<file path="src/rtl/dbnc_pkg.sv">
package dbnc_pkg;
    localparam int DATA_W      = 32;
    localparam int ADDR_W      = 8;
    localparam int SYNC_STAGES = 2;
    localparam logic [ADDR_W-1:0] ADDR_ENABLE   = 8'h40;
    localparam logic [ADDR_W-1:0] ADDR_PRESCALE = 8'h44;
endpackage

</file>
<file path="src/rtl/dbnc_prescaler.sv">
module dbnc_prescaler #(
    parameter int PRE_W = 24
) (
    input  logic             clk,
    input  logic             rst_n,
    input  logic [PRE_W-1:0] pre_val,
    input  logic             restart,
    output logic             tick
);
    typedef struct packed {
        logic [PRE_W-1:0] cnt;
    } div_st_t;

    div_st_t st_d, st_q;
    logic    at_limit;

    always_comb begin
        st_d     = st_q;
        at_limit = (pre_val <= PRE_W'(1)) || (st_q.cnt == pre_val - PRE_W'(1));
        tick     = !restart && at_limit;
        if (restart || tick) begin
            st_d.cnt = '0;
        end else begin
            st_d.cnt = st_q.cnt + PRE_W'(1);
        end
    end

    always_ff @(posedge clk or negedge rst_n) begin
        if (!rst_n) begin
            st_q <= '0;
        end else begin
            st_q <= st_d;
        end
    end
endmodule

</file>
<file path="src/rtl/dbnc_sync.sv">
module dbnc_sync #(
    parameter int W      = 8,
    parameter int STAGES = 2
) (
    input  logic         clk,
    input  logic         rst_n,
    input  logic [W-1:0] din,
    output logic [W-1:0] dout
);
    typedef struct packed {
        logic [STAGES-1:0][W-1:0] stage;
    } sync_st_t;

    sync_st_t st_d, st_q;

    always_comb begin
        st_d       = st_q;
        st_d.stage = {st_q.stage[STAGES-2:0], din};
    end

    always_ff @(posedge clk or negedge rst_n) begin
        if (!rst_n) begin
            st_q <= '0;
        end else begin
            st_q <= st_d;
        end
    end

    assign dout = st_q.stage[STAGES-1];
endmodule

</file>
<file path="src/rtl/dbnc_filter.sv">
module dbnc_filter #(
    parameter int NPINS = 8
) (
    input  logic             clk,
    input  logic             rst_n,
    input  logic             tick,
    input  logic [NPINS-1:0] sync_in,
    input  logic [NPINS-1:0] en,
    output logic [NPINS-1:0] pin_filt
);
    typedef struct packed {
        logic sample;
        logic held;
    } pin_st_t;

    for (genvar g = 0; g < NPINS; g++) begin : g_pin
        pin_st_t st_d, st_q;

        always_comb begin
            st_d = st_q;
            if (tick) begin
                st_d.sample = sync_in[g];
                if (sync_in[g] == st_q.sample) begin
                    st_d.held = sync_in[g];
                end
            end
        end

        always_ff @(posedge clk or negedge rst_n) begin
            if (!rst_n) begin
                st_q <= '0;
            end else begin
                st_q <= st_d;
            end
        end

        assign pin_filt[g] = en[g] ? st_q.held : sync_in[g];
    end
endmodule

</file>
<file path="src/rtl/gpio_debounce.sv">
module gpio_debounce
    import dbnc_pkg::*;
#(
    parameter int NPINS = 8,
    parameter int PRE_W = 24
) (
    input  logic                clk,
    input  logic                rst_n,
    input  logic [NPINS-1:0]    pin_in,
    input  logic                reg_wr,
    input  logic [ADDR_W-1:0]   reg_addr,
    input  logic [DATA_W-1:0]   reg_wdata,
    output logic [DATA_W-1:0]   reg_rdata,
    output logic [NPINS-1:0]    pin_filt
);
    typedef struct packed {
        logic [NPINS-1:0] en;
        logic [PRE_W-1:0] pre;
    } regs_t;

    regs_t            regs_d, regs_q;
    logic             hit_en, hit_pre, pre_wr, tick;
    logic [NPINS-1:0] sync_q;
    logic [NPINS-1:0] en_q;
    logic [PRE_W-1:0] pre_q;

    assign hit_en  = (reg_addr == ADDR_ENABLE);
    assign hit_pre = (reg_addr == ADDR_PRESCALE);
    assign pre_wr  = reg_wr && hit_pre;
    assign en_q    = regs_q.en;
    assign pre_q   = regs_q.pre;

    always_comb begin
        regs_d = regs_q;
        if (reg_wr && hit_en) begin
            regs_d.en = reg_wdata[NPINS-1:0];
        end
        if (pre_wr) begin
            regs_d.pre = reg_wdata[PRE_W-1:0];
        end
    end

    always_ff @(posedge clk or negedge rst_n) begin
        if (!rst_n) begin
            regs_q <= '0;
        end else begin
            regs_q <= regs_d;
        end
    end

    always_comb begin
        if (hit_en) begin
            reg_rdata = DATA_W'(regs_q.en);
        end else if (hit_pre) begin
            reg_rdata = DATA_W'(regs_q.pre);
        end else begin
            reg_rdata = '0;
        end
    end

    dbnc_sync #(.W(NPINS), .STAGES(SYNC_STAGES)) u_sync (
        .clk   (clk),
        .rst_n (rst_n),
        .din   (pin_in),
        .dout  (sync_q)
    );

    dbnc_prescaler #(.PRE_W(PRE_W)) u_div (
        .clk     (clk),
        .rst_n   (rst_n),
        .pre_val (regs_q.pre),
        .restart (pre_wr),
        .tick    (tick)
    );

    dbnc_filter #(.NPINS(NPINS)) u_filt (
        .clk      (clk),
        .rst_n    (rst_n),
        .tick     (tick),
        .sync_in  (sync_q),
        .en       (regs_q.en),
        .pin_filt (pin_filt)
    );
endmodule

</file>
<file path="config.mk">
export PLATFORM = sky130hd
export DESIGN_NAME = gpio_debounce
export DESIGN_NICKNAME = d
export VERILOG_FILES = /design/src/rtl/dbnc_pkg.sv /design/src/rtl/dbnc_prescaler.sv /design/src/rtl/dbnc_sync.sv /design/src/rtl/dbnc_filter.sv /design/src/rtl/gpio_debounce.sv
export SDC_FILE = /design/constraint.sdc
export NUM_CORES = 1
export LEC_CHECK = 0
export ABC_AREA = 1
export BUFFER_PORTS_ARGS = -buffer_cell sky130_fd_sc_hd__buf_4
export CAP_MARGIN = 20
export CORE_ASPECT_RATIO = 0.6
export CORE_MARGIN = 2
export CORE_UTILIZATION = 55
export CTS_BUF_LIST = sky130_fd_sc_hd__clkbuf_2 sky130_fd_sc_hd__clkbuf_4 sky130_fd_sc_hd__clkbuf_8
export DETAILED_ROUTE_END_ITERATION = 10
export PLACE_DENSITY = 0.78
export SLEW_MARGIN = 20
export SYNTH_ARGS = -nofsm -noshare
export SYNTH_HDL_FRONTEND = slang
export SYNTH_HIERARCHICAL = 1
export SYNTH_SLANG_ARGS = --single-unit
export TNS_END_PERCENT = 10
</file>
<file path="constraint.sdc">
create_clock -name clk -period 6.3 [get_ports clk]
set_input_delay 1.26 -clock clk [delete_from_list [all_inputs] [get_ports clk]]
set_output_delay 1.26 -clock clk [all_outputs]
set_load 0.03 [all_outputs]
</file>
==> metrics.csv <==
stage,metric,value,unit
outcome,status,finished clean,
clock_tree,post_cts resized,0,
power,Sw Ratio,36.5,%
global_route,largest net degree at the start of global routing,66,
setup_path,CP arrival,2.57,ns
yosys,Synth Area per Inst,7.43,um2
yosys,"flops & latches, synth",88,
global_route,first-pass GRT wire length,22100,um
power,Cell Pwr Density,262,nW/um2
clock_tree,Clock Sinks,88,
setup_path,Critical Path Sink Type,output port,
worst_hold_path,worst hold path endpoint,u_sync/dout[1],
setup_path,most frequent CP cell,buf_4,
power,combinational power share,30.0,%
detailed_routing,routed vias,4896,
sta,hold violation total from the final report,0,
sta,period utilisation layout,60.8,%
detailed_routing,DR iter-0 viols,377,
yosys,synth unique cells,36,
detailed_routing,"antenna viol nets, final",0,
sta,Slew HR,45.9,%
clock_tree,Inserted Clock Buffers,9,
die,Initial Utilization,55.9,%
placed_design,Routability Congestion,0.933,
yosys,Yosys top cell by area,dfrtp_1,
setup_path,CP max stage delay,0.40,ns
detailed_routing,first drt pass iteration count,5,
cells_and_area,number of fill cells,835,
power,leakage power,3.35,nW
yosys,register area share after synthesis,40.3,%
worst_hold_path,Min-Delay Path Class,reg2reg,
yosys,Yosys warnings,6,
setup_path,flop2flop setup slack,3.00,ns
power,P_sw,0.592,mW
yosys,"Cell Area, Synth",5460,um2
power,power share of the clock group,26.6,%
setup_path,CP cell instances,buf_4 -> inv_1 -> nand2_1 -> nor2_8 -> nand2_2 -> nor2_1 -> buf_4,
cells_and_area,share of layout cells above drive strength 1,18.3,%
global_route,total gr overflow,0,
power,Internal Power,1.03,mW
yosys,Synth area leaders,"dfrtp_1, nand2_1, nor2_1",
detailed_routing,drt total wl,13300,um
sta,unrepaired setup endpoints after global routing,no,
detailed_routing,drt wl/cell,14.2,um
sta,worst slew pin tran,0.811,ns
yosys,Post-synth ARST share,100,%
yosys,top cell type's share of synthesized area,40.3,%
run,max cap viols,0,
clock_tree,"Hold-fix buffers, CTS",0,
die,Ports,91,
die,core area,9770,um2
detailed_routing,DR vias/cell,5.23,
detailed_routing,drt drc,0,
yosys,Mapped Cells,735,
die,Die Y,81.2,um
clock_tree,CTS clock-pin slew for the worst setup and hold paths,0.08,ns
setup_path,WS Path Type,in2out,
worst_hold_path,hold path start,u_sync/st_d[9],
global_route,gr usage total,26.3,%
cells_and_area,Layout Nets,852,
setup_path,Crit path max-delay family,simple AND/OR/NAND/NOR gates,
sta,worst clock skew,0.0104,ns
sta,setup_tns,0,ns
cells_and_area,area delta synth->final,13.3,%
yosys,most instantiated library cell after synthesis,nand2_1,
setup_path,data required time of the worst path,5.04,ns
clock_tree,root buf cell,clkbuf_8,
die,num rows,28,
clock_tree,CTS H-tree lvls,3,
setup_path,"Max FO, Critical Path",34,
yosys,Post-synth EDFFs,0,
clock_tree,CTS tree,built,
setup_path,"Buf+Inv Stages, Crit Path",3,
setup_path,R2R cell count,17,
placed_design,dpl hpwl,10200,um
setup_path,slowest cell on the critical path,nor2_8,
clock_tree,CTS Buffer Depth,2,
cells_and_area,diodes inserted,0,
placed_design,port bufs,74,
cells_and_area,FF/Latch Area,2200,um2
worst_hold_path,hold path depth,0,
yosys,Post-synth top flop,dfrtp_1,
sta,hold slack final,0.356,ns
cells_and_area,"Core Util, Final",63.3,%
sta,Slew Limit Fails,0,
sta,Final Critical Period,3.83,ns
die,width of the die,133,um
die,die area,10800,um2
cells_and_area,Multi-input gate area,2720,um2
setup_path,reg-to-reg endpoint,u_filt/g_pin[1].st_q[0],
setup_path,Worst setup SP type,primary input,
clock_tree,Worst-Skew Late Latency,0.38,ns
setup_path,reg2reg start,pre_q[0],
global_route,vias in the first global route,4519,
power,Reg power frac,43.5,%
sta,final setup fails,0,
clock_tree,postcts setup bufs,0,
global_route,initial antenna violation count,0,
sta,fmax,0.261,GHz
yosys,Post-synth top cells,"nand2_1, dfrtp_1, nor2_1",
power,Max IR drop VDD,123,uV
cell families (layout without fill, tap and decap cells):
kind of cell               count (synthesis)  count (layout)  share of synthesized area (%)
buffers and inverters                    114             174                           10.5
other                                      1               8                         0.0687
DFF                                       88              88                           40.3
AOI/OAI and AO/OA                         23              23                           2.18
adders and majority gates                  3               3                          0.687
xor gates and xnor gates                  37              37                           5.93
and+or+nand+nor                          469             469                           40.3
per-layer routing:
| layer | routed length (um) | global-route usage [%] | up-vias |
|---|---|---|---|
| li1 | - | - | 2398 |
| met1 | 6470 | 38.2 | 2285 |
| met2 | 5680 | 40.4 | 191 |
| met3 | 932 | 4.68 | 22 |
| met4 | 206 | 7.63 | 0 |
| met5 | 0 | 0 | - |
per-stage QoR:
stage	instances	instance area [um2]	power, mW	setup WS (ns)
CTS	937	6190	1.63	2.47
global placement	922	5960	1.16	2.53
detailed placement	922	5970	1.19	2.48
floorplan	742	5490	1.09	2.81
finish	937	6190	1.62	2.47
global route	937	6190	1.72	2.33
worst max-delay path by stage:
| stage | start | to | slack (ns) | cells after the start |
|---|---|---|---|---|
| final | reg_addr[0] | reg_rdata[16] | 2.47 | 7 |
| after global routing | reg_addr[0] | reg_rdata[13] | 2.33 | 7 |
| after CTS | reg_addr[0] | reg_rdata[19] | 2.47 | 7 |
| after detailed placement | reg_addr[0] | reg_rdata[19] | 2.48 | 7 |
| after global placement | reg_addr[4] | reg_rdata[13] | 2.53 | 7 |
| after floorplan | reg_addr[4] | reg_rdata[14] | 2.81 | 6 |
placed cells by master (no fill, tap or decap), drive strengths merged, types with 3 or more instances in the layout:
cell type / n
conb: 8
a21oi: 9
buf: 75
nand2: 259
dfrtp: 88
clkbuf: 9
nand4: 34
nor3: 4
nand3b: 4
o21ai: 12
inv: 85
nand3: 49
nor2: 114
xnor2: 8
ha: 3
xor2: 29
sequential cells by signal (all words and copies together), names as in the netlist:
| name | cells |
|---|---|
| u_div/st_q | 24 |
| en_q | 8 |
| u_filt/g_pin.st_q | 16 |
| pre_q | 24 |
| u_sync/st_d | 8 |
| u_sync/dout | 8 |
final cells by class:
cell class	count	area share (%)
inverters	84	5.10
well taps	135	2.73
clock buffers	9	2.00
clock inverters	6	1.46
repair buffers	75	9.10
flip-flops and latches	88	35.6
multi-input cells	540	44.0
power by group through the flow:
stage | clock network (mW) | registers [mW] | logic [mW]
6_report | 0.431 | 0.705 | 0.486
5_1_grt | 0.463 | 0.713 | 0.549
4_1_cts | 0.440 | 0.704 | 0.481
3_5_place_dp | 0 | 0.715 | 0.478
3_3_place_gp | 0 | 0.707 | 0.449
2_1_floorplan | 0 | 0.692 | 0.403
(Power assumes the default switching activity.)
